`src/rtl/pe_pkg.sv`:
```
package pe_pkg;

  // Width that holds static term plus every weight at full scale, plus margin.
  function automatic int est_width(input int n_act, input int coef_w, input int stat_w);
    int dyn_w;
    dyn_w = coef_w + $clog2(n_act + 1);
    return ((dyn_w > stat_w) ? dyn_w : stat_w) + 1;
  endfunction

endpackage

```
`src/rtl/pe_coef_bank.sv`:
```
module pe_coef_bank #(
  parameter int N_ACT  = 63,
  parameter int COEF_W = 12,
  parameter int STAT_W = 16,
  parameter int ADDR_W = 6
) (
  input  logic                      clk,
  input  logic                      rst_n,
  input  logic                      lock,
  input  logic                      we,
  input  logic [ADDR_W-1:0]         addr,
  input  logic [STAT_W-1:0]         wdata,
  output logic [N_ACT*COEF_W-1:0]   weights,
  output logic [STAT_W-1:0]         offset
);

  logic wr_ok;
  assign wr_ok = we && !lock;

  // Static term at address 0.
  logic off_en;
  assign off_en = wr_ok && (addr == '0);

  always_ff @(posedge clk or negedge rst_n) begin
    if (!rst_n)      offset <= '0;
    else if (off_en) offset <= wdata;
  end

  // One weight register per activity flag, at address index+1.
  for (genvar i = 0; i < N_ACT; i++) begin : g_w
    logic              w_en;
    logic [COEF_W-1:0] w_q;
    assign w_en = wr_ok && (addr == ADDR_W'(i + 1));
    always_ff @(posedge clk or negedge rst_n) begin
      if (!rst_n)    w_q <= '0;
      else if (w_en) w_q <= wdata[COEF_W-1:0];
    end
    assign weights[i*COEF_W +: COEF_W] = w_q;
  end

endmodule

```
`src/rtl/pe_sum_pipe.sv`:
```
module pe_sum_pipe #(
  parameter int N_ACT  = 63,
  parameter int COEF_W = 12,
  parameter int STAT_W = 16,
  parameter int GRP    = 8,
  parameter int SUM_W  = 19
) (
  input  logic                    clk,
  input  logic                    rst_n,
  input  logic                    in_vld,
  input  logic [N_ACT-1:0]        act,
  input  logic [N_ACT*COEF_W-1:0] weights,
  input  logic [STAT_W-1:0]       offset,
  output logic                    out_vld,
  output logic [SUM_W-1:0]        out_sum
);

  localparam int N_GRP  = (N_ACT + GRP - 1) / GRP;
  localparam int N_PAD  = N_GRP * GRP;
  localparam int N_PAIR = (N_GRP + 1) / 2;
  localparam int N_GRP2 = 2 * N_PAIR;
  localparam int G_W    = COEF_W + $clog2(GRP + 1);
  localparam int P_W    = G_W + 1;

  logic [N_PAD-1:0]        act_pad;
  logic [N_PAD*COEF_W-1:0] w_pad;
  assign act_pad = N_PAD'(act);
  assign w_pad   = (N_PAD*COEF_W)'(weights);

  // Stage 1: masked group sums, registered with static term and valid.
  logic [N_GRP2*G_W-1:0] grp_d;
  for (genvar g = 0; g < N_GRP2; g++) begin : g_grp
    if (g < N_GRP) begin : g_real
      logic [G_W-1:0] acc;
      always_comb begin
        acc = '0;
        for (int k = 0; k < GRP; k++) begin
          if (act_pad[g*GRP + k]) acc = acc + G_W'(w_pad[(g*GRP + k)*COEF_W +: COEF_W]);
        end
      end
      assign grp_d[g*G_W +: G_W] = acc;
    end else begin : g_fill
      assign grp_d[g*G_W +: G_W] = '0;
    end
  end

  logic [G_W-1:0]    grp_q [N_GRP2];
  logic [STAT_W-1:0] off_q1;
  logic              vld_q1;

  always_ff @(posedge clk or negedge rst_n) begin
    if (!rst_n) vld_q1 <= 1'b0;
    else        vld_q1 <= in_vld;
  end

  always_ff @(posedge clk or negedge rst_n) begin
    if (!rst_n) begin
      off_q1 <= '0;
      for (int g = 0; g < N_GRP2; g++) grp_q[g] <= '0;
    end else if (in_vld) begin
      off_q1 <= offset;
      for (int g = 0; g < N_GRP2; g++) grp_q[g] <= grp_d[g*G_W +: G_W];
    end
  end

  // Stage 2: pairwise sums.
  logic [P_W-1:0]    pair_d [N_PAIR];
  logic [P_W-1:0]    pair_q [N_PAIR];
  logic [STAT_W-1:0] off_q2;
  logic              vld_q2;

  always_comb begin
    for (int p = 0; p < N_PAIR; p++)
      pair_d[p] = P_W'(grp_q[2*p]) + P_W'(grp_q[2*p + 1]);
  end

  always_ff @(posedge clk or negedge rst_n) begin
    if (!rst_n) vld_q2 <= 1'b0;
    else        vld_q2 <= vld_q1;
  end

  always_ff @(posedge clk or negedge rst_n) begin
    if (!rst_n) begin
      off_q2 <= '0;
      for (int p = 0; p < N_PAIR; p++) pair_q[p] <= '0;
    end else if (vld_q1) begin
      off_q2 <= off_q1;
      for (int p = 0; p < N_PAIR; p++) pair_q[p] <= pair_d[p];
    end
  end

  // Stage 3: final reduction with static term; stored by the trace buffer.
  always_comb begin
    out_sum = SUM_W'(off_q2);
    for (int p = 0; p < N_PAIR; p++) out_sum = out_sum + SUM_W'(pair_q[p]);
  end
  assign out_vld = vld_q2;

endmodule

```
`src/rtl/pe_trace_fifo.sv`:
```
module pe_trace_fifo #(
  parameter int DEPTH  = 16,
  parameter int DATA_W = 19
) (
  input  logic              clk,
  input  logic              rst_n,
  input  logic              wr_vld,
  input  logic [DATA_W-1:0] wr_data,
  input  logic              clr_ovf,
  input  logic              rd_en,
  output logic [DATA_W-1:0] rd_data,
  output logic              rd_valid,
  output logic              empty,
  output logic              ovf
);

  // DEPTH must be a power of two, at least 2.
  localparam int PTR_W = $clog2(DEPTH);

  logic [PTR_W:0] wr_ptr, wr_ptr_d;
  logic [PTR_W:0] rd_ptr, rd_ptr_d;
  logic           full, do_wr, do_rd, ovf_d;
  logic [DATA_W-1:0] mem [DEPTH];

  assign empty = (wr_ptr == rd_ptr);
  assign full  = (wr_ptr[PTR_W] != rd_ptr[PTR_W]) &&
                 (wr_ptr[PTR_W-1:0] == rd_ptr[PTR_W-1:0]);
  assign do_wr = wr_vld && !full;
  assign do_rd = rd_en && !empty;

  always_comb begin
    wr_ptr_d = wr_ptr + (do_wr ? 1'b1 : 1'b0);
    rd_ptr_d = rd_ptr + (do_rd ? 1'b1 : 1'b0);
    ovf_d    = (ovf && !clr_ovf) || (wr_vld && full);
  end

  always_ff @(posedge clk or negedge rst_n) begin
    if (!rst_n) begin
      wr_ptr   <= '0;
      rd_ptr   <= '0;
      ovf      <= 1'b0;
      rd_valid <= 1'b0;
    end else begin
      wr_ptr   <= wr_ptr_d;
      rd_ptr   <= rd_ptr_d;
      ovf      <= ovf_d;
      rd_valid <= do_rd;
    end
  end

  always_ff @(posedge clk) begin
    if (do_wr) mem[wr_ptr[PTR_W-1:0]] <= wr_data;
  end

  always_ff @(posedge clk or negedge rst_n) begin
    if (!rst_n)     rd_data <= '0;
    else if (do_rd) rd_data <= mem[rd_ptr[PTR_W-1:0]];
  end

endmodule

```
`src/rtl/linear_power_estimator.sv`:
```
module linear_power_estimator #(
  parameter int N_ACT      = 63,
  parameter int COEF_W     = 12,
  parameter int STAT_W     = 16,
  parameter int FIFO_DEPTH = 16,
  parameter int GRP        = 8,
  localparam int ADDR_W    = $clog2(N_ACT + 1),
  localparam int SUM_W     = pe_pkg::est_width(N_ACT, COEF_W, STAT_W)
) (
  input  logic              clk,
  input  logic              rst_n,
  input  logic              run_en,
  input  logic [N_ACT-1:0]  act_in,
  input  logic              cfg_we,
  input  logic [ADDR_W-1:0] cfg_addr,
  input  logic [STAT_W-1:0] cfg_wdata,
  input  logic              rd_en,
  output logic [SUM_W-1:0]  rd_data,
  output logic              rd_valid,
  output logic              fifo_empty,
  output logic              overflow
);

  logic [N_ACT*COEF_W-1:0] coef_flat;
  logic [STAT_W-1:0]       offset_q;
  logic                    pipe_vld;
  logic [SUM_W-1:0]        pipe_sum;
  logic                    run_q;
  logic                    run_start;

  always_ff @(posedge clk or negedge rst_n) begin
    if (!rst_n) run_q <= 1'b0;
    else        run_q <= run_en;
  end
  assign run_start = run_en && !run_q;

  pe_coef_bank #(
    .N_ACT(N_ACT), .COEF_W(COEF_W), .STAT_W(STAT_W), .ADDR_W(ADDR_W)
  ) u_coef (
    .clk(clk), .rst_n(rst_n), .lock(run_en), .we(cfg_we), .addr(cfg_addr),
    .wdata(cfg_wdata), .weights(coef_flat), .offset(offset_q)
  );

  pe_sum_pipe #(
    .N_ACT(N_ACT), .COEF_W(COEF_W), .STAT_W(STAT_W), .GRP(GRP), .SUM_W(SUM_W)
  ) u_pipe (
    .clk(clk), .rst_n(rst_n), .in_vld(run_en), .act(act_in),
    .weights(coef_flat), .offset(offset_q), .out_vld(pipe_vld), .out_sum(pipe_sum)
  );

  pe_trace_fifo #(
    .DEPTH(FIFO_DEPTH), .DATA_W(SUM_W)
  ) u_fifo (
    .clk(clk), .rst_n(rst_n), .wr_vld(pipe_vld), .wr_data(pipe_sum),
    .clr_ovf(run_start), .rd_en(rd_en), .rd_data(rd_data), .rd_valid(rd_valid),
    .empty(fifo_empty), .ovf(overflow)
  );

endmodule

```
`config.mk`:
```
export PLATFORM = sky130hd
export DESIGN_NAME = linear_power_estimator
export DESIGN_NICKNAME = d
export VERILOG_FILES = /design/src/rtl/pe_pkg.sv /design/src/rtl/pe_coef_bank.sv /design/src/rtl/pe_sum_pipe.sv /design/src/rtl/pe_trace_fifo.sv /design/src/rtl/linear_power_estimator.sv
export SDC_FILE = /design/constraint.sdc
export NUM_CORES = 2
export LEC_CHECK = 0
export ABC_AREA = 1
export BUFFER_PORTS_ARGS = -buffer_cell sky130_fd_sc_hd__buf_2
export CORE_MARGIN = 1.5
export CORE_UTILIZATION = 30
export CTS_CLUSTER_SIZE = 8
export DETAILED_ROUTE_END_ITERATION = 10
export SLEW_MARGIN = 20
export SYNTH_ARGS = -nofsm -noshare
export SYNTH_HDL_FRONTEND = slang
export SYNTH_SLANG_ARGS = --single-unit
```
`constraint.sdc`:
```
create_clock -name clk -period 10.5 [get_ports clk]
set_clock_uncertainty 0.1 [all_clocks]
set_input_delay 2.1 -clock clk [delete_from_list [all_inputs] [get_ports clk]]
set_output_delay 2.1 -clock clk [all_outputs]
set_load 0.005 [all_outputs]
```
==> summary.log <==
qor: route.routedLengthMet1 124,000 um
qor: critical_path.cell_repeated_most_along_the_worst_path nand2_1
qor: min_path.hold_depth 2
qor: power_and_ir_drop.combPwrFrac 0.403
qor: yosys.yosys.area.top_type_share 0.277
qor: timing.maxClockFrequency 102 MHz
qor: grt.global_route.usage.total 0.166
qor: route.dr_wl_met3 12,800 um
qor: place.place_hpwl 187,000 um
qor: critical_path.reg2reg_to u_pipe.grp_q[31]$_DFFE_PN0P_
qor: clock_tree.cts_max_path_buffers 4
qor: layout.multi_input_area 52,800 um2
qor: layout.fillers 32,628
qor: grt.antenna_found_initial 54
qor: route.post-route-drc-count 0
qor: yosys.top_cell_type_by_total_area_after_synthesis dfrtp_1
qor: yosys.number_of_flops_mapped_to_enable_cells_by_yosys 304
qor: power_and_ir_drop.power_per_cell_area 234 nW/um2
qor: timing.worst_pin_slew 1200 ps
qor: yosys.synthFlopType dfrtp_1
qor: power_and_ir_drop.power_report.internal_total 0.0148 W
qor: timing.drv_slew 0
qor: route.drt_pre_antenna_iters 5
qor: route.antenna_violating_nets_post_route 0
qor: clock_tree.root_buffer clkbuf_16
qor: yosys.synth.lib_cells_used.distinct 64
qor: run.cap_violations 0
qor: critical_path.critical_path.reg2reg.startpoint u_coef.g_w[48].w_q[0]$_DFFE_PN0P_
qor: critical_path.cp_max_fo 6
qor: min_path.hold_path_startpoint u_coef.offset[1]$_DFFE_PN0P_
qor: route.detailroute.wirelength.met2 120,000 um
qor: critical_path.cp_data_required_time 11,150 ps
qor: timing.setup_viol_count_final 0
qor: critical_path.timing_worst_setup_path_type in2reg
qor: yosys.syn-num-nets 13,069
qor: timing.timing.final.ws_setup 683 ps
qor: timing.hold_violations 0
qor: timing.layout_min_cycle_time 9820 ps
qor: critical_path.arrival 10,470 ps
qor: floorplanning.starting_density_of_the_core 0.302
qor: yosys.yosys_warnings 0
qor: route.vias_per_cell 4.81
qor: route.drt_iter0_drc 5,529
qor: route.via_count 79,119
qor: grt.wire_length_of_the_first_global_routing_pass 421,000 um
qor: layout.regArea 35,000 um2
qor: yosys.ys_seq_area_frac 0.374
qor: critical_path.cp-end-kind register
qor: power_and_ir_drop.vdd_drop_max 0.549 mV
qor: yosys.avgSynthCellArea 7.75 um2
qor: yosys.synthesis.instances 12,066
qor: place.pre_cts_worst_setup_slack -269 ps
qor: grt.globalRoute.totalOverflow 0
qor: clock_tree.clkSinkCount 1,337
qor: clock_tree.cts_buffers 198
qor: floorplanning.fp.dieW 561 um
qor: min_path.min-delay-path-class reg2reg
qor: critical_path.timing.critical_path.slowest_cell_delay 470 ps
qor: floorplanning.pin_count 112
qor: critical_path.reg2reg_path_depth 53
qor: timing.rsz0062_at_grt yes
qor: critical_path.setup.reg_to_reg.worst_slack 1610 ps
qor: place.io_buffers 111
qor: grt.grt_max_degree 148
qor: yosys.cell_with_the_most_instances_after_synthesis nand2_1
qor: timing.slew_headroom 0.200
qor: floorplanning.floorplan.die.height 561 um
qor: run_status.outcome finished clean
qor: clock_tree.ctsHoldBuffers 0
qor: grt.grt_pass1_vias 76,027
qor: yosys.asyncSetResetFlopFracSynth 0.773
qor: min_path.worstHoldEndpoint u_pipe.off_q1[1]$_DFFE_PN0P_
qor: power_and_ir_drop.p_sw 0.00983 W
qor: yosys.synth_top_cells_by_area dfrtp_1 (28%), nand2_1 (14%), ha_1 (11%)
qor: route.finalWirelength 264,000 um
qor: clock_tree.cts_tree yes
qor: yosys.synth.ff_latch_count 1,337
qor: critical_path.timing.critical_path.from_type input pin
qor: clock_tree.htreeDepth 4
qor: power_and_ir_drop.power_frac_seq 0.356
qor: critical_path.critical-path-slowest-cell fa_1
qor: floorplanning.fp.coreArea 309,000 um2
qor: floorplanning.design.die.area 315,000 um2
qor: layout.fin_nets 13,226
qor: clock_tree.clk_pin_slew 50 ps
qor: route.top_layer_reached_by_signal_wires met5
qor: place.final_weighted_congestion_of_routability_driven_global_placement 0.886
qor: clock_tree.clk-insertion-delay-late 910 ps
qor: power_and_ir_drop.p_leak 51.0 nW
qor: yosys.mappedNetlistArea 93,500 um2
qor: route.avg_wl_per_cell 16.1 um
qor: floorplanning.placementRows 204
qor: power_and_ir_drop.power_switching_share 0.399
qor: power_and_ir_drop.power.total 0.0246 W
qor: timing.hold_slack 365 ps
qor: timing.layout_worst_path_cycle_share 0.935
qor: power_and_ir_drop.power.clock.fraction 0.241
qor: layout.drive_gt1_frac 0.0708
qor: layout.flow.area_growth_from_synthesis 12.9%
qor: yosys.netlist_top_cells_count nand2_1 (3,383), o21ai_0 (1,484), inv_1 (1,068)
-- cells by family after synthesis --
logic type | synth area share
adders and majority gates | 0.130
xor gates and xnor gates | 0.0469
buffers and inverters | 0.0638
DFF | 0.374
and+or+nand+nor | 0.218
AOI/OAI and AO/OA | 0.161
muxes | 0.00616
-- metrics by stage --
step	TNS, ps	std cells	instance area [um2]	utilization
6_report	0	16434	105000	0.341
5_1_grt	-46.1	16425	105000	0.341
4_1_cts	0	16415	105000	0.341
3_5_place_dp	-1070	16141	99800	0.323
3_3_place_gp	-307	16141	99800	0.323
2_1_floorplan	0	12066	93500	-
-- sequential cells by signal, summed over array words and instances, names as in the netlist --
register         flops
u_coef.g_w.w_q     756
u_fifo.mem         304
u_pipe.grp_q       128
u_pipe.pair_q       68
u_fifo.rd_data      19
u_coef.offset       16
u_pipe.off_q1       16
u_pipe.off_q2       16
u_fifo.rd_ptr        5
u_fifo.wr_ptr        5
u_fifo.ovf           1
u_fifo.rd_valid      1
u_pipe.out_vld       1
u_pipe.vld_q1        1
-- worst max-delay path, delay by kind of cell --
kind / cells / cell delay, ps
buffers and inverters: 3 / 240
XOR/XNOR: 4 / 510
adder cells (fa/ha/maj): 8 / 2710
AND/OR/NAND/NOR: 24 / 2260
AO/OA/AOI/OAI: 15 / 2650
-- final cells by class --
cell class | count | share of cell area
Sequential cell | 1337 | 0.332
Tap cell | 4120 | 0.0489
Clock inverter | 8 | 0.00158
Inverter | 1111 | 0.0399
Timing Repair Buffer | 398 | 0.0264
Multi-Input combinational cell | 9177 | 0.500
Antenna cell | 17 | 0.000403
Clock buffer | 266 | 0.0511
-- power groups by stage --
stage | Clock, W | Combinational, W | Sequential (W)
5_1_grt | 0.00628 | 0.0110 | 0.00886
4_1_cts | 0.00608 | 0.00987 | 0.00878
6_report | 0.00594 | 0.00993 | 0.00877
2_1_floorplan | 0 | 0.00604 | 0.00864
3_5_place_dp | 0 | 0.00980 | 0.00885
3_3_place_gp | 0 | 0.00968 | 0.00885
-- layout by cell type (no fill, tap or decap), drive strengths merged, types with 17 or more instances in the layout --
master   synthesis  layout
nor3            61      61
diode            0      17
a21boi          19      19
nor2           649     649
nand3b          24      24
clkinv          35      28
clkbuf         378     266
or2             77      77
o221ai          59      59
o21a            20      20
ha             819     819
o21ai         1596    1596
o32ai           23      23
o31ai           27      27
inv           1076    1089
buf             62     398
nand3          616     616
xor2           320     320
nand2         3436    3436
edfxtp         304     304
and2            38      38
o21bai          59      59
dfrtp         1033    1033
o22ai           30      30
nand4           57      57
a21oi          610     610
xnor2          181     181
a21o            57      57
mux2i           53      53
a31oi           98      98
o2111ai         17      17
fa              94      94
o211ai          61      61
a211oi          37      37
-- worst max path at each step --
stage                     from  slack, ps                       endpoint
finish              act_in[48]        680   u_pipe.grp_q[31]$_DFFE_PN0P_
global route         act_in[8]        -50  u_pipe.grp_q[111]$_DFFE_PN0P_
CTS                 act_in[48]        610   u_pipe.grp_q[30]$_DFFE_PN0P_
detailed placement  act_in[48]       -270   u_pipe.grp_q[30]$_DFFE_PN0P_
global placement    act_in[48]       -130   u_pipe.grp_q[31]$_DFFE_PN0P_
floorplan            act_in[8]        530  u_pipe.grp_q[111]$_DFFE_PN0P_
-- routing by layer --
layer  GRT usage  vias to the layer above
met4      0.0482                       50
met2       0.275                     1389
met3      0.0259                      405
met1       0.222                    36678
met5           0                        -
li1            -                    40597
-- timing repair --
action | CTS | global route
buffers inserted | 0 | 2
setup endpoints to repair | 0 | 21
gates resized for setup | 0 | 33
Power figures use the tool's default switching activity.
